**src/rtl/irq_cause_pkg.sv**
```systemverilog
package irq_cause_pkg;

    localparam int INT_CAUSES = 13;

    typedef enum logic [1:0] {
        RES_ABORT    = 2'b00,
        RES_REPEAT   = 2'b01,
        RES_CONTINUE = 2'b10
    } resume_e;

    typedef enum logic {
        ST_IDLE = 1'b0,
        ST_TAKE = 1'b1
    } irq_state_e;

    function automatic logic cause_maskable(input int idx);
        return (idx >= 6 && idx <= 11) || (idx >= INT_CAUSES);
    endfunction

    function automatic resume_e cause_resume(input int idx);
        if (idx <= 2)      return RES_ABORT;
        else if (idx <= 4) return RES_REPEAT;
        else               return RES_CONTINUE;
    endfunction

endpackage

```
**src/rtl/irq_cause_mask.sv**
```systemverilog
module irq_cause_mask
    import irq_cause_pkg::*;
#(
    parameter int NCAUSE = 16
) (
    input  logic [NCAUSE-1:0] raw_i,
    input  logic [NCAUSE-1:0] sr_i,
    output logic [NCAUSE-1:0] masked_o,
    output logic              any_o
);

    for (genvar g = 0; g < NCAUSE; g++) begin : g_bit
        if (cause_maskable(g)) begin : g_mask
            assign masked_o[g] = raw_i[g] & sr_i[g];
        end else begin : g_pass
            assign masked_o[g] = raw_i[g];
        end
    end

    assign any_o = |masked_o;

endmodule

```
**src/rtl/irq_cause_prio.sv**
```systemverilog
module irq_cause_prio
    import irq_cause_pkg::*;
#(
    parameter int NCAUSE = 16,
    localparam int IDX_W = $clog2(NCAUSE)
) (
    input  logic [NCAUSE-1:0] vec_i,
    output logic [IDX_W-1:0]  idx_o,
    output resume_e           resume_o
);

    always_comb begin
        idx_o    = '0;
        resume_o = RES_ABORT;
        for (int i = NCAUSE - 1; i >= 0; i--) begin
            if (vec_i[i]) begin
                idx_o    = IDX_W'(i);
                resume_o = cause_resume(i);
            end
        end
    end

endmodule

```
**src/rtl/irq_cause_unit.sv**
```systemverilog
module irq_cause_unit
    import irq_cause_pkg::*;
#(
    parameter int NUM_EXT = 19,
    parameter int DATA_W  = 32
) (
    input  logic                              clk,
    input  logic                              rst_n,
    input  logic                              retire_valid_i,
    input  logic [12:0]                       cause_i,
    input  logic [NUM_EXT-1:0]                ext_irq_i,
    input  logic [13+NUM_EXT-1:0]             sr_i,
    input  logic [DATA_W-1:0]                 edata_i,
    output logic                              irq_o,
    output logic [$clog2(13+NUM_EXT)-1:0]     cause_idx_o,
    output logic [1:0]                        resume_o,
    output logic [13+NUM_EXT-1:0]             esr_o,
    output logic [13+NUM_EXT-1:0]             eca_o,
    output logic [DATA_W-1:0]                 edata_o,
    output logic [13+NUM_EXT-1:0]             sr_o
);

    localparam int NCAUSE = INT_CAUSES + NUM_EXT;
    localparam int IDX_W  = $clog2(NCAUSE);

    logic [NCAUSE-1:0] raw_vec;
    logic [NCAUSE-1:0] masked_vec;
    logic              hit_any;
    logic [IDX_W-1:0]  sel_idx;
    resume_e           sel_resume;

    irq_state_e        state_q, state_d;
    logic              take;

    logic [IDX_W-1:0]  idx_q;
    resume_e           resume_q;
    logic [NCAUSE-1:0] esr_q;
    logic [NCAUSE-1:0] eca_q;
    logic [DATA_W-1:0] edata_q;

    assign raw_vec = {ext_irq_i, cause_i};

    irq_cause_mask #(.NCAUSE(NCAUSE)) u_mask (
        .raw_i    (raw_vec),
        .sr_i     (sr_i),
        .masked_o (masked_vec),
        .any_o    (hit_any)
    );

    irq_cause_prio #(.NCAUSE(NCAUSE)) u_prio (
        .vec_i    (masked_vec),
        .idx_o    (sel_idx),
        .resume_o (sel_resume)
    );

    always_comb begin
        state_d = state_q;
        take    = 1'b0;
        unique case (state_q)
            ST_IDLE: begin
                if (retire_valid_i && hit_any) begin
                    take    = 1'b1;
                    state_d = ST_TAKE;
                end
            end
            ST_TAKE: state_d = ST_IDLE;
            default: state_d = ST_IDLE;
        endcase
    end

    always_ff @(posedge clk or negedge rst_n) begin
        if (!rst_n) begin
            state_q  <= ST_IDLE;
            idx_q    <= '0;
            resume_q <= RES_ABORT;
            esr_q    <= '0;
            eca_q    <= '0;
            edata_q  <= '0;
        end else begin
            state_q <= state_d;
            if (take) begin
                idx_q    <= sel_idx;
                resume_q <= sel_resume;
                esr_q    <= sr_i;
                eca_q    <= masked_vec;
                edata_q  <= edata_i;
            end
        end
    end

    always_comb begin
        irq_o       = (state_q == ST_TAKE);
        cause_idx_o = idx_q;
        resume_o    = resume_q;
        esr_o       = esr_q;
        eca_o       = eca_q;
        edata_o     = edata_q;
        sr_o        = (state_q == ST_TAKE) ? '0 : sr_i;
    end

endmodule

```
**config.mk**
```make
export PLATFORM = sky130hd
export DESIGN_NAME = irq_cause_unit
export DESIGN_NICKNAME = d
export VERILOG_FILES = /design/src/rtl/irq_cause_pkg.sv /design/src/rtl/irq_cause_mask.sv /design/src/rtl/irq_cause_prio.sv /design/src/rtl/irq_cause_unit.sv
export SDC_FILE = /design/constraint.sdc
export NUM_CORES = 1
export LEC_CHECK = 0
export BUFFER_PORTS_ARGS = -buffer_cell sky130_fd_sc_hd__buf_4
export CELL_PAD_IN_SITES_DETAIL_PLACEMENT = 1
export CELL_PAD_IN_SITES_GLOBAL_PLACEMENT = 1
export CORE_AREA = 2 2 99 140
export CTS_CLUSTER_SIZE = 40
export DETAILED_ROUTE_END_ITERATION = 6
export DIE_AREA = 0 0 101 142
export PLACE_DENSITY_LB_ADDON = 0.1
export SLEW_MARGIN = 5
export SYNTH_ARGS = -nofsm -noshare
export SYNTH_HDL_FRONTEND = slang
export SYNTH_HIERARCHICAL = 1
export SYNTH_SLANG_ARGS = --single-unit
```
**constraint.sdc**
```tcl
create_clock -name clk -period 3.4 [get_ports clk]
set_input_delay 0 -clock clk [delete_from_list [all_inputs] [get_ports clk]]
set_output_delay 0 -clock clk [all_outputs]
set_load 0.01 [all_outputs]
```
# Word-level counts from Yosys, hierarchy flattened
# Cells that the tools add are included.
dict set report op_classes {
  n_reduce_logical 2
  muxes 68
  n_bitwise 26
}
# cell count
set ops {}
lappend ops {{5-bit 2-to-1 mux} 32}
lappend ops {{2-bit 2-to-1 mux} 32}
lappend ops {{32-bit 2-to-1 mux} 1}
lappend ops {{32-bit OR reduction} 1}
lappend ops {{1-bit AND} 25}
lappend ops {{1-bit 2-to-1 mux} 2}
lappend ops {{1-bit one-hot mux with 2 select lines} 1}
lappend ops {{1-bit logical AND} 1}
lappend ops {{1-bit NOT} 1}
dict set report totals {
  regBits 104
  elab_cells 102
  in_bits 99
  output_inout_bits 136
}

# Longest topological paths before layout
# Gate-level depths: netlist of run 1.
dict set report logic_depth {
  depth_word 33
  mapped_depth 8
  depth_no_buf 7
}

# Modules after synthesis
# Netlist of run 1, hierarchy kept.
# mod cells_per_inst area_each_um2 n_inst
set modules_own_cells {}
lappend modules_own_cells {irq_cause_unit 255 4340.4 1}
lappend modules_own_cells {irq_cause_prio 70 377.9 1}
lappend modules_own_cells {irq_cause_mask 44 300.3 1}

# Least setup slack after synthesis of run 1
# OpenSTA, ideal clock, no wires.
dict set report synth_timing {
  kind {in2reg}
  start {input cause_i[1]}
  end {register eca_q[10], in the netlist eca_o[10]}
  n_path_buf 2
  slack_ns 1.320
  arrival_ns 1.955
  t_required_ns 3.275
  path_stages 8
  setup_time_ns 0.125
  path_cell_list {or4_1 -> or4_1 -> nor3_2 -> nand4_1 -> nand3b_4 -> buf_6 -> buf_8 -> mux2_4}
}
dict set report synth_between {
  elab_chain_len 4
}
# item line
set synth_rtl {}
lappend synth_rtl {{start, declared} irq_cause_unit.sv:10} ;# input logic [12:0] cause_i,
lappend synth_rtl {{32-bit OR reduction} irq_cause_mask.sv:20} ;# assign any_o = |masked_o;
lappend synth_rtl {{via hit_any} irq_cause_unit.sv:28} ;# logic hit_any;
lappend synth_rtl {{1-bit logical AND} irq_cause_unit.sv:61} ;# if (retire_valid_i && hit_any) begin
lappend synth_rtl {{1-bit 2-to-1 mux} irq_cause_unit.sv:61}
lappend synth_rtl {{1-bit 2-to-1 mux} irq_cause_unit.sv:59} ;# unique case (state_q)
lappend synth_rtl {{end signal, assigned} irq_cause_unit.sv:85} ;# eca_q <= masked_vec;
lappend synth_rtl {{end, declared} irq_cause_unit.sv:38} ;# logic [NCAUSE-1:0] eca_q;
# The timed path passes the listed nets, and every way through them passes these cells.
# A chain may end at the register's enable or synchronous reset.

# Worst setup path in the final report of run 1
dict set report layout_timing {
  start {input cause_i[1]}
  end {register edata_q[15], in the netlist edata_o[15]}
}
dict set report layout_between {
  elab_chain_len 4
}
# item line
set layout_rtl {}
lappend layout_rtl {{32-bit OR reduction} irq_cause_mask.sv:20}
lappend layout_rtl {{via hit_any} irq_cause_unit.sv:28}
lappend layout_rtl {{1-bit logical AND} irq_cause_unit.sv:61}
lappend layout_rtl {{1-bit 2-to-1 mux} irq_cause_unit.sv:61}
lappend layout_rtl {{1-bit 2-to-1 mux} irq_cause_unit.sv:59}
lappend layout_rtl {{end signal, assigned} irq_cause_unit.sv:86} ;# edata_q <= edata_i;
lappend layout_rtl {{end, declared} irq_cause_unit.sv:39} ;# logic [DATA_W-1:0] edata_q;
# The timed path passes the listed nets, and every way through them passes these cells.

==> impl_metrics.ini, run 1 <==
[clock_tree]
cts_buffer_depth = 2
numCtsBuffers = 9
clk_pin_slew_worst_paths_ns = 0.07
post-cts-setup-buffers = 0
cts_max_level = 3
root_buffer = clkbuf_16
clock-sinks = 104
tritoncts = done
insertion_delay_ns = 0.35

[die]
fp-row-count = 50
num_io_pins = 235
die_width_um = 101
start_util = 0.382
design.core.area_um2 = 13100
die_h_um = 142
fp.dieArea_um2 = 14300

[timing]
timing.fmax_mhz = 345
grt_setup_unrepaired = false
final-setup-viol-count = 0
tns_ns = 0
hold_violations = 0
slew_violations = 0
relSlewSlack = 0.495
fin_crit_sh = 0.853
tightest_slew_ns = 0.758
min_period_ns = 2.90
final.setup_skew_ns = 0.00988

[finish]
nFillCells = 1362
layout.cells.most_common = buf_4
finalNetCount = 770
drive_gt1_frac = 0.538
multi_input_area_um2 = 2200
final_cell_mix = buf_4 (237), dfrtp_1 (104), dlygate4sd3_1 (72)
regArea_um2 = 2600
area_growth_pct = 57.1
diodes = 0
final_cells = 832
utilization = 0.600

[synthesis]
ys.flop_type = dfrtp_1
synth_seq_cells = 104
synth_top_area_share = 0.519
yosysTopAreaCell = dfrtp_1
synth_edf_count = 0
postSynthCellCount = 369
syn_area_per_cell_um2 = 13.6
synth_fp_nets = 468
synth_area_um2 = 5020
synthArstFlopShare = 1.00
synth-seq-area-share = 0.519
synth_cell_types = 37
yosys-top-cells-area = dfrtp_1 (52%), mux2_4 (18%), mux2_2 (9.9%)
synth_warnings = 6

[drt]
antenna_left = 0
drt_iter0_drc = 102
postRouteWirelength_um = 16100
vias_per_cell = 4.93
vias = 4105
drc_errors = 0
drt_pre_antenna_iters = 4
wire_per_inst_um = 19.3

[critical_path]
crit_required_ns = 3.63
r2r_cells = 3
worst-path-max-fanout = 30
arrival_ns = 3.13
r2r_start = irq_o$_DFF_PN0_
critPathCaptureType = flop
crit_path_max_incr_delay_ns = 0.54
path_cells = dlygate4sd3_1 > buf_4 > or4_1 > or4_1 > nor3_2 > nand4_1 > nand3b_4 > buf_12 > mux2_2
crit_path_start_kind = input pin
crit_top_cell = or4_1
reg2reg_to = eca_o[19]$_DFFE_PN0P_
ff2ff_setup_slack_ns = 1.69
criticalPathCategory = input pin to flop
slowest_stage = dlygate4sd3_1

[global_routing]
grt_usage = 0.223
grt_pass1_vias = 4576
grt_overflow_total = 0
grt_max_degree = 59
antenna_found_initial = 0
grt_pass1_wl_um = 24900

[pwr]
power_density_nw_per_um2 = 456
peakVddDrop_mv = 0.237
leakage_nw = 3.88
p_total_mw = 3.59

[place]
gp_congestion = 0.769
port_buffers = 234
dp_cells = 744
dp_hpwl_um = 11000

[hold_path]
min_to = eca_o[22]$_DFFE_PN0P_
hold_path_class = input pin to flop
holdPathStages = 3
min_from = ext_irq_i[9]

[outcome]
outcome = completed

[job]
drv_cap = 0
-- final cells by class --
| class | count | area share |
|---|---|---|
| multi-input cells | 237 | 0.280 |
| inverters | 7 | 0.00333 |
| clock inverters | 5 | 0.00809 |
| well taps | 156 | 0.0248 |
| clock buffers | 11 | 0.0295 |
| flip-flops and latches | 104 | 0.330 |
| repair buffers | 312 | 0.325 |
-- critical path, delay by kind of cell --
family                 cells  cell delay (ns)
buffers and inverters      3             1.00
multiplexers               1             0.38
AND/OR/NAND/NOR            5             1.74
-- routing by layer --
metal	up-vias	part of all wire	GRT usage
met5	-	0	0
met4	0	0.012	0.0654
met3	12	0.049	0.0344
met2	146	0.54	0.414
met1	2058	0.40	0.264
li1	1889	-	-
-- what timing repair did --
item,4_1_cts,5_1_grt
hold buffers,72,0
gates resized for setup,0,0
endpoints found under the hold margin,127,0
-- synthesized netlist by cell type, drive strengths merged, types with 4 or more instances --
cell	n
dfrtp	104
mux2	103
nor2b	32
and2	25
buf	18
nor2	16
nor3	11
a21oi	7
inv	7
or4	7
nor4	6
o21ai	5
nand2	4
-- state kept, by name, indices dropped and copies added (netlist names) --
| register | flops |
|---|---|
| cause_idx_o | 5 |
| eca_o | 32 |
| edata_o | 32 |
| esr_o | 32 |
| irq_o | 1 |
| resume_o | 2 |
-- power breakdown --
part           total, mW  leakage (nW)  internal [mW]  switching, mW
clock network       1.06         0.141          0.579          0.479
logic               1.03          2.48          0.612          0.418
registers           1.50          1.26           1.40         0.0997
-- worst max-delay path by stage --
stage / start / endpoint / slack, ns
after global routing: cause_i[1] / edata_o[15]$_DFFE_PN0P_ / 0.35
after detailed placement: cause_i[1] / edata_o[15]$_DFFE_PN0P_ / 0.68
after global placement: cause_i[1] / edata_o[10]$_DFFE_PN0P_ / 0.75
after floorplan: cause_i[1] / eca_o[10]$_DFFE_PN0P_ / 1.32
final: cause_i[1] / edata_o[15]$_DFFE_PN0P_ / 0.50
after CTS: cause_i[1] / edata_o[15]$_DFFE_PN0P_ / 0.49
-- logic make-up (layout without fill, tap and decap cells) --
| family | after synthesis | after routing | share of synthesized area |
|---|---|---|---|
| simple gates | 111 | 111 | 0.134 |
| flops | 104 | 104 | 0.519 |
| mux | 103 | 103 | 0.275 |
| buf+inv | 28 | 335 | 0.0421 |
| compound gates | 23 | 23 | 0.0299 |
-- stage by stage --
stage | hold WS, ns | setup WS, ns | instance area, µm²
finish | 0.139 | 0.499 | 7890
global route | 0.168 | 0.348 | 7890
CTS | 0.139 | 0.490 | 7890
detailed placement | 0.120 | 0.676 | 6870
global placement | 0.119 | 0.751 | 6870
floorplan | -0.296 | 1.32 | 5020
Note: power is estimated with default switching activity, not from simulation.
==> run 2: changes to the inputs <==
Settings changed: CAP_MARGIN from default to 0, CORE_AREA 2 2 99 140 to 4 4 102 143, DIE_AREA 0 0 101 142 to 0 0 106 147, SYNTH_HIERARCHICAL 1 to default.
==> run 2 against run 1 <==
Clock-buffer cell count is the same; highest routed layer unchanged; first-iteration DRC count grew 22%; hold slack lost 0.13 ns; clock skew shrank 0.0066 ns; via count grew 18%; critical path type unchanged; sequential share of layout area grew 1.0 points; clock power is essentially flat.
==> impl_metrics.ini, run 2 <==
[global_routing]
grt_util_met2 = 0.424
grt_overflow_total = 0
busiest_layer = met2
antenna_found_initial = 0
grt_pass1_wl_um = 28500
grt_usage = 0.230
grt_max_degree = 129
use_met1 = 0.251
grt.met3_usage = 0.0607
grt_pass1_vias = 5419

[timing]
slew_violations = 0
grt_setup_unrepaired = false
tightest_slew_ns = 0.566
final-setup-viol-count = 0
timing.fmax_mhz = 320
tns_ns = 0
min_period_ns = 3.13
fin_crit_sh = 0.921
hold_violations = 0
whs_ns = 0.0134
final.setup_skew_ns = 0.00327
relSlewSlack = 0.623

[critical_path]
crit_required_ns = 3.67
crit_top_cell = dlygate4sd3_1
crit_path_start_kind = input pin
worst-path-max-fanout = 64
path_cells = dlygate4sd3_1 > buf_4 > a22oi_1 > nand4_1 > or4_4 > o41ai_4 > clkbuf_16 > nand2_1 > o41ai_1 > dlygate4sd3_1
critPathCaptureType = flop
crit_buf_inv = 4
arrival_ns = 3.40
criticalPathCategory = input pin to flop
cp_top_family = buffers and inverters
slowest_stage = or4_4
crit_path_max_incr_delay_ns = 0.61

[drt]
drt_iter0_drc = 124
antenna_left = 0
vias = 4850
drt_pre_antenna_iters = 4
postRouteWirelength_um = 18100
wire_per_inst_um = 17.7
vias_per_cell = 4.74
drc_errors = 0

[synthesis]
synth_top_area_share = 0.569
synth-seq-area-share = 0.569
synth_seq_cells = 104
synth_compound_area_frac = 0.105
synth_area_um2 = 4570
synthXorXnorAreaFrac = 0
yosysTopAreaCell = dfrtp_1
synth_top_cells_by_count = nand2_1 (269), dfrtp_1 (104), nor2b_1 (33), o21ai_0 (29), buf_2 (15)
yosys-top-cells-area = dfrtp_1 (57%), nand2_1 (22%), nor2b_1 (4.5%)
syn_area_per_cell_um2 = 8.74
yosys-mux-area-fraction = 0
synth_edf_count = 0
synth_warnings = 0
yosysMostFrequentCell = nand2_1
postSynthCellCount = 523
synthArstFlopShare = 1.00
ys.flop_type = dfrtp_1
synth_cell_types = 41
synth_fa_ha_area_frac = 0
synth_top_family_by_area = simple AND/OR/NAND/NOR gates
synth_fp_nets = 622
synth-simple-area-share = 0.292

[finish]
drive_gt1_frac = 0.314
finalNetCount = 935
area_growth_pct = 67.3
final_cell_mix = nand2_1 (269), buf_4 (239), dfrtp_1 (104)
layout.cells.most_common = nand2_1
final_cells = 1023
diodes = 0

[pwr]
peakVddDrop_mv = 0.223
p_total_mw = 3.44
leakage_nw = 4.01
power_density_nw_per_um2 = 450

[clock_tree]
numCtsBuffers = 9
clk_pin_slew_worst_paths_ns = 0.07
clock-sinks = 104
root_buffer = clkbuf_16
tritoncts = done
cts_buffer_depth = 2
cts_max_level = 3
post-cts-setup-buffers = 0
insertion_delay_ns = 0.34

[place]
gp_congestion = 0.787
port_buffers = 234
dp_hpwl_um = 12100
dp_cells = 920

[outcome]
outcome = completed

[die]
fp.dieArea_um2 = 15600
start_util = 0.345
fp-row-count = 50
die_h_um = 147
num_io_pins = 235
design.core.area_um2 = 13300
die_width_um = 106

[job]
drv_cap = 0

[hold_path]
hold_path_class = input pin to flop
[run 2: changes by cell type in the layout (fill, tap and decap cells not counted), sizes merged, moves of 11 or more]
cell | before | now
dlygate4sd3 | 72 | 86
o21ai | 5 | 29
nand2 | 4 | 269
and2 | 25 | 3
mux2 | 103 | 0
nor2 | 16 | 5
[run 2: tightest hold or removal path, stage by stage]
cell	delay, ns
buf_4	0.11
nand2_1	0.10
o21ai_0	0.09
[run 2: worst paths after layout]
path	from	to	slack (ns)	cells after the start
min in group asynchronous	rst_n	edata_o[19]$_DFFE_PN0P_	0.20	2
max reg2reg	irq_o$_DFF_PN0_	cause_idx_o[1]$_DFFE_PN0P_	1.15	5
min	cause_i[6]	eca_o[6]$_DFFE_PN0P_	0.01	3
max	sr_i[10]	cause_idx_o[1]$_DFFE_PN0P_	0.27	10
max in group asynchronous	rst_n	edata_o[3]$_DFFE_PN0P_	2.33	3
min reg2reg	esr_o[25]$_DFFE_PN0P_	esr_o[25]$_DFFE_PN0P_	0.48	2
[run 2: repair_timing]
| item | CTS | global route |
|---|---|---|
| endpoints found under the setup margin | 0 | 2 |
| hold buffers | 86 | 0 |
| hold endpoints to repair | 128 | 0 |
| gates resized for setup | 0 | 1 |
[run 2: cell families after synthesis]
| family | after synthesis |
|---|---|
| DFF | 104 |
| and+or+nand+nor | 323 |
| AOI/OAI and AO/OA | 68 |
| buffers and inverters | 28 |
[run 2: layout make-up]
| class | instances | area (µm²) |
|---|---|---|
| fill | 1557 | 5620 |
| timing repair buffer | 327 | 2690 |
| sequential | 104 | 2600 |
| multi-input combinational | 391 | 1820 |
| clock buffer | 11 | 243 |
| tap | 182 | 228 |
| clock inverter | 5 | 56.3 |
| inverter | 3 | 11.3 |
[run 2: layer usage]
layer  routed length, µm  part of all wire
met1                6720              0.37
met2                9730              0.54
met3                1150             0.063
met4                 509             0.028
met5                   0                 0
[run 2: through the flow]
| step | cell area [µm²] | util | worst slack [ns] |
|---|---|---|---|
| floorplan | 4570 | - | 1.48 |
| global placement | 6470 | 0.488 | 0.842 |
| CTS | 7630 | 0.575 | 0.171 |
| detailed placement | 6470 | 0.488 | 0.790 |
| global route | 7650 | 0.577 | 0.0638 |
| finish | 7650 | 0.577 | 0.270 |
[run 2: power by group]
part	switching [mW]	internal [mW]	leakage (nW)
registers	0.0854	1.39	1.30
clock network	0.455	0.591	0.145
logic	0.462	0.459	2.56
total	1.00	2.44	4.01
==> run 3: changes to the inputs <==
Settings changed: CORE_AREA 4 4 102 143 to 4 4 120 122, DIE_AREA 0 0 106 147 to 0 0 124 126.
==> run 3 against run 2 <==
Hold slack gained 0.0062 ns; sequential cell count is the same; global-route usage grew 0.43 points; first-iteration DRC count grew 60%; cell count shrank 0.39%; cell area is essentially flat; clock power is essentially flat; register-to-register slack lost 0.06 ns; via count grew 1.9%; clock-buffer cell count shrank 1; utilization grew 0.34 points; critical endpoint unchanged.
==> impl_metrics.ini, run 3 (same netlist as run 2, synthesis figures left out) <==
[pwr]
p_total_mw = 3.44
power_density_nw_per_um2 = 450
leakage_nw = 4.01
peakVddDrop_mv = 0.314

[drt]
vias_per_cell = 4.85
antenna_left = 0
postRouteWirelength_um = 18600
drt_pre_antenna_iters = 4
top_layer_used = met4
wl_met2_um = 9930
route.met3.wl_um = 1090
vias = 4940
met1_length_um = 7110
drc_errors = 0
drt_iter0_drc = 199
wire_per_inst_um = 18.2

[global_routing]
grt_max_degree = 129
grt_overflow_total = 0
grt_pass1_vias = 5401
grt_usage = 0.234
grt_pass1_wl_um = 28700
antenna_found_initial = 0

[timing]
min_period_ns = 3.14
tns_ns = 0
grt_setup_unrepaired = false
final-setup-viol-count = 0
hold_violations = 0
relSlewSlack = 0.311
final.setup_skew_ns = 0.00633
timing.fmax_mhz = 319
whs_ns = 0.0196
fin_ws_ns = 0.262
fin_crit_sh = 0.923
tightest_slew_ns = 1.03
slew_violations = 0

[critical_path]
critPathCaptureType = flop
crit_path_start_kind = input pin
worst-path-max-fanout = 64
arrival_ns = 3.42
criticalPathCategory = input pin to flop
crit_required_ns = 3.68

[clock_tree]
insertion_delay_ns = 0.35
tritoncts = done
cts_max_level = 3
clk_pin_slew_worst_paths_ns = 0.07
cts_buffer_depth = 2
clock-sinks = 104
root_buffer = clkbuf_16
post-cts-setup-buffers = 0
numCtsBuffers = 9

[finish]
nFillCells = 1572
diodes = 0
finalNetCount = 937
layout.cells.most_common = nand2_1
regArea_um2 = 2600
final_cells = 1019
area_growth_pct = 67.3
fin_area_um2 = 7650
drive_gt1_frac = 0.313
final_cell_mix = nand2_1 (269), buf_4 (239), dfrtp_1 (104)
utilization = 0.580
multi_input_area_um2 = 1820

[die]
start_util = 0.347
fp-row-count = 42
num_io_pins = 235
fp.dieArea_um2 = 15600
die_h_um = 126
design.core.area_um2 = 13200
die_width_um = 124

[place]
pre_cts_slack_ns = 0.644
gp_congestion = 0.752
place_area_um2 = 6460
dp_hpwl_um = 12000
port_buffers = 234
dp_cells = 914

[outcome]
outcome = completed

[job]
drv_cap = 0

[hold_path]
hold_path_class = input pin to flop
-- run 3: cell count changes in the layout (fill, tap and decap cells not counted), sizes merged --
| cell | change |
|---|---|
| clkinvlp | +1 |
| clkbuf | -1 |
| dlygate4sd3 | +2 |
-- run 3: report_power, final --
group	internal, mW	switching, mW	total [mW]
sequential	1.39	0.0924	1.48
combinational	0.461	0.463	0.924
clock	0.568	0.468	1.04
total	2.42	1.02	3.44
-- run 3: layer usage --
metal / vias to the layer above / track usage
met4: 0 / 0.0844
met2: 158 / 0.426
li1: 2313 / -
met3: 35 / 0.0475
met1: 2434 / 0.267
met5: - / 0
-- run 3: critical path: stages --
cell,delay (ns)
dlygate4sd3_1,0.56
buf_4,0.15
a22oi_1,0.26
nand4_1,0.20
or4_4,0.59
o41ai_4,0.49
clkbuf_16,0.36
nand2_1,0.10
o41ai_1,0.06
dlygate4sd3_1,0.59
-- run 3: path summary, 6_finish.rpt --
check                                      startpoint                    endpoint  slack (ns)  cells past startpoint
max in group asynchronous                       rst_n      edata_o[8]$_DFFE_PN0P_        2.16                      3
worst max-delay path                         sr_i[10]  cause_idx_o[1]$_DFFE_PN0P_        0.26                     10
worst min register to register  esr_o[20]$_DFFE_PN0P_       esr_o[20]$_DFFE_PN0P_        0.48                      2
min in group asynchronous                       rst_n       eca_o[16]$_DFFE_PN0P_        0.37                      2
worst min-delay path                    ext_irq_i[10]       eca_o[23]$_DFFE_PN0P_        0.02                      3
worst max register to register        irq_o$_DFF_PN0_  cause_idx_o[0]$_DFFE_PN0P_        1.09                      5
-- run 3: final cells by class --
type | count | area share
Timing Repair Buffer | 329 | 0.354
Inverter | 3 | 0.00147
Tap cell | 176 | 0.0288
Sequential cell | 104 | 0.340
Multi-Input combinational cell | 391 | 0.237
Clock buffer | 10 | 0.0299
Clock inverter | 6 | 0.00785
-- run 3: repair_timing --
action,CTS,global route
gates resized for setup,0,1
endpoints found under the setup margin,0,2
hold endpoints to repair,164,0
hold buffers,88,0
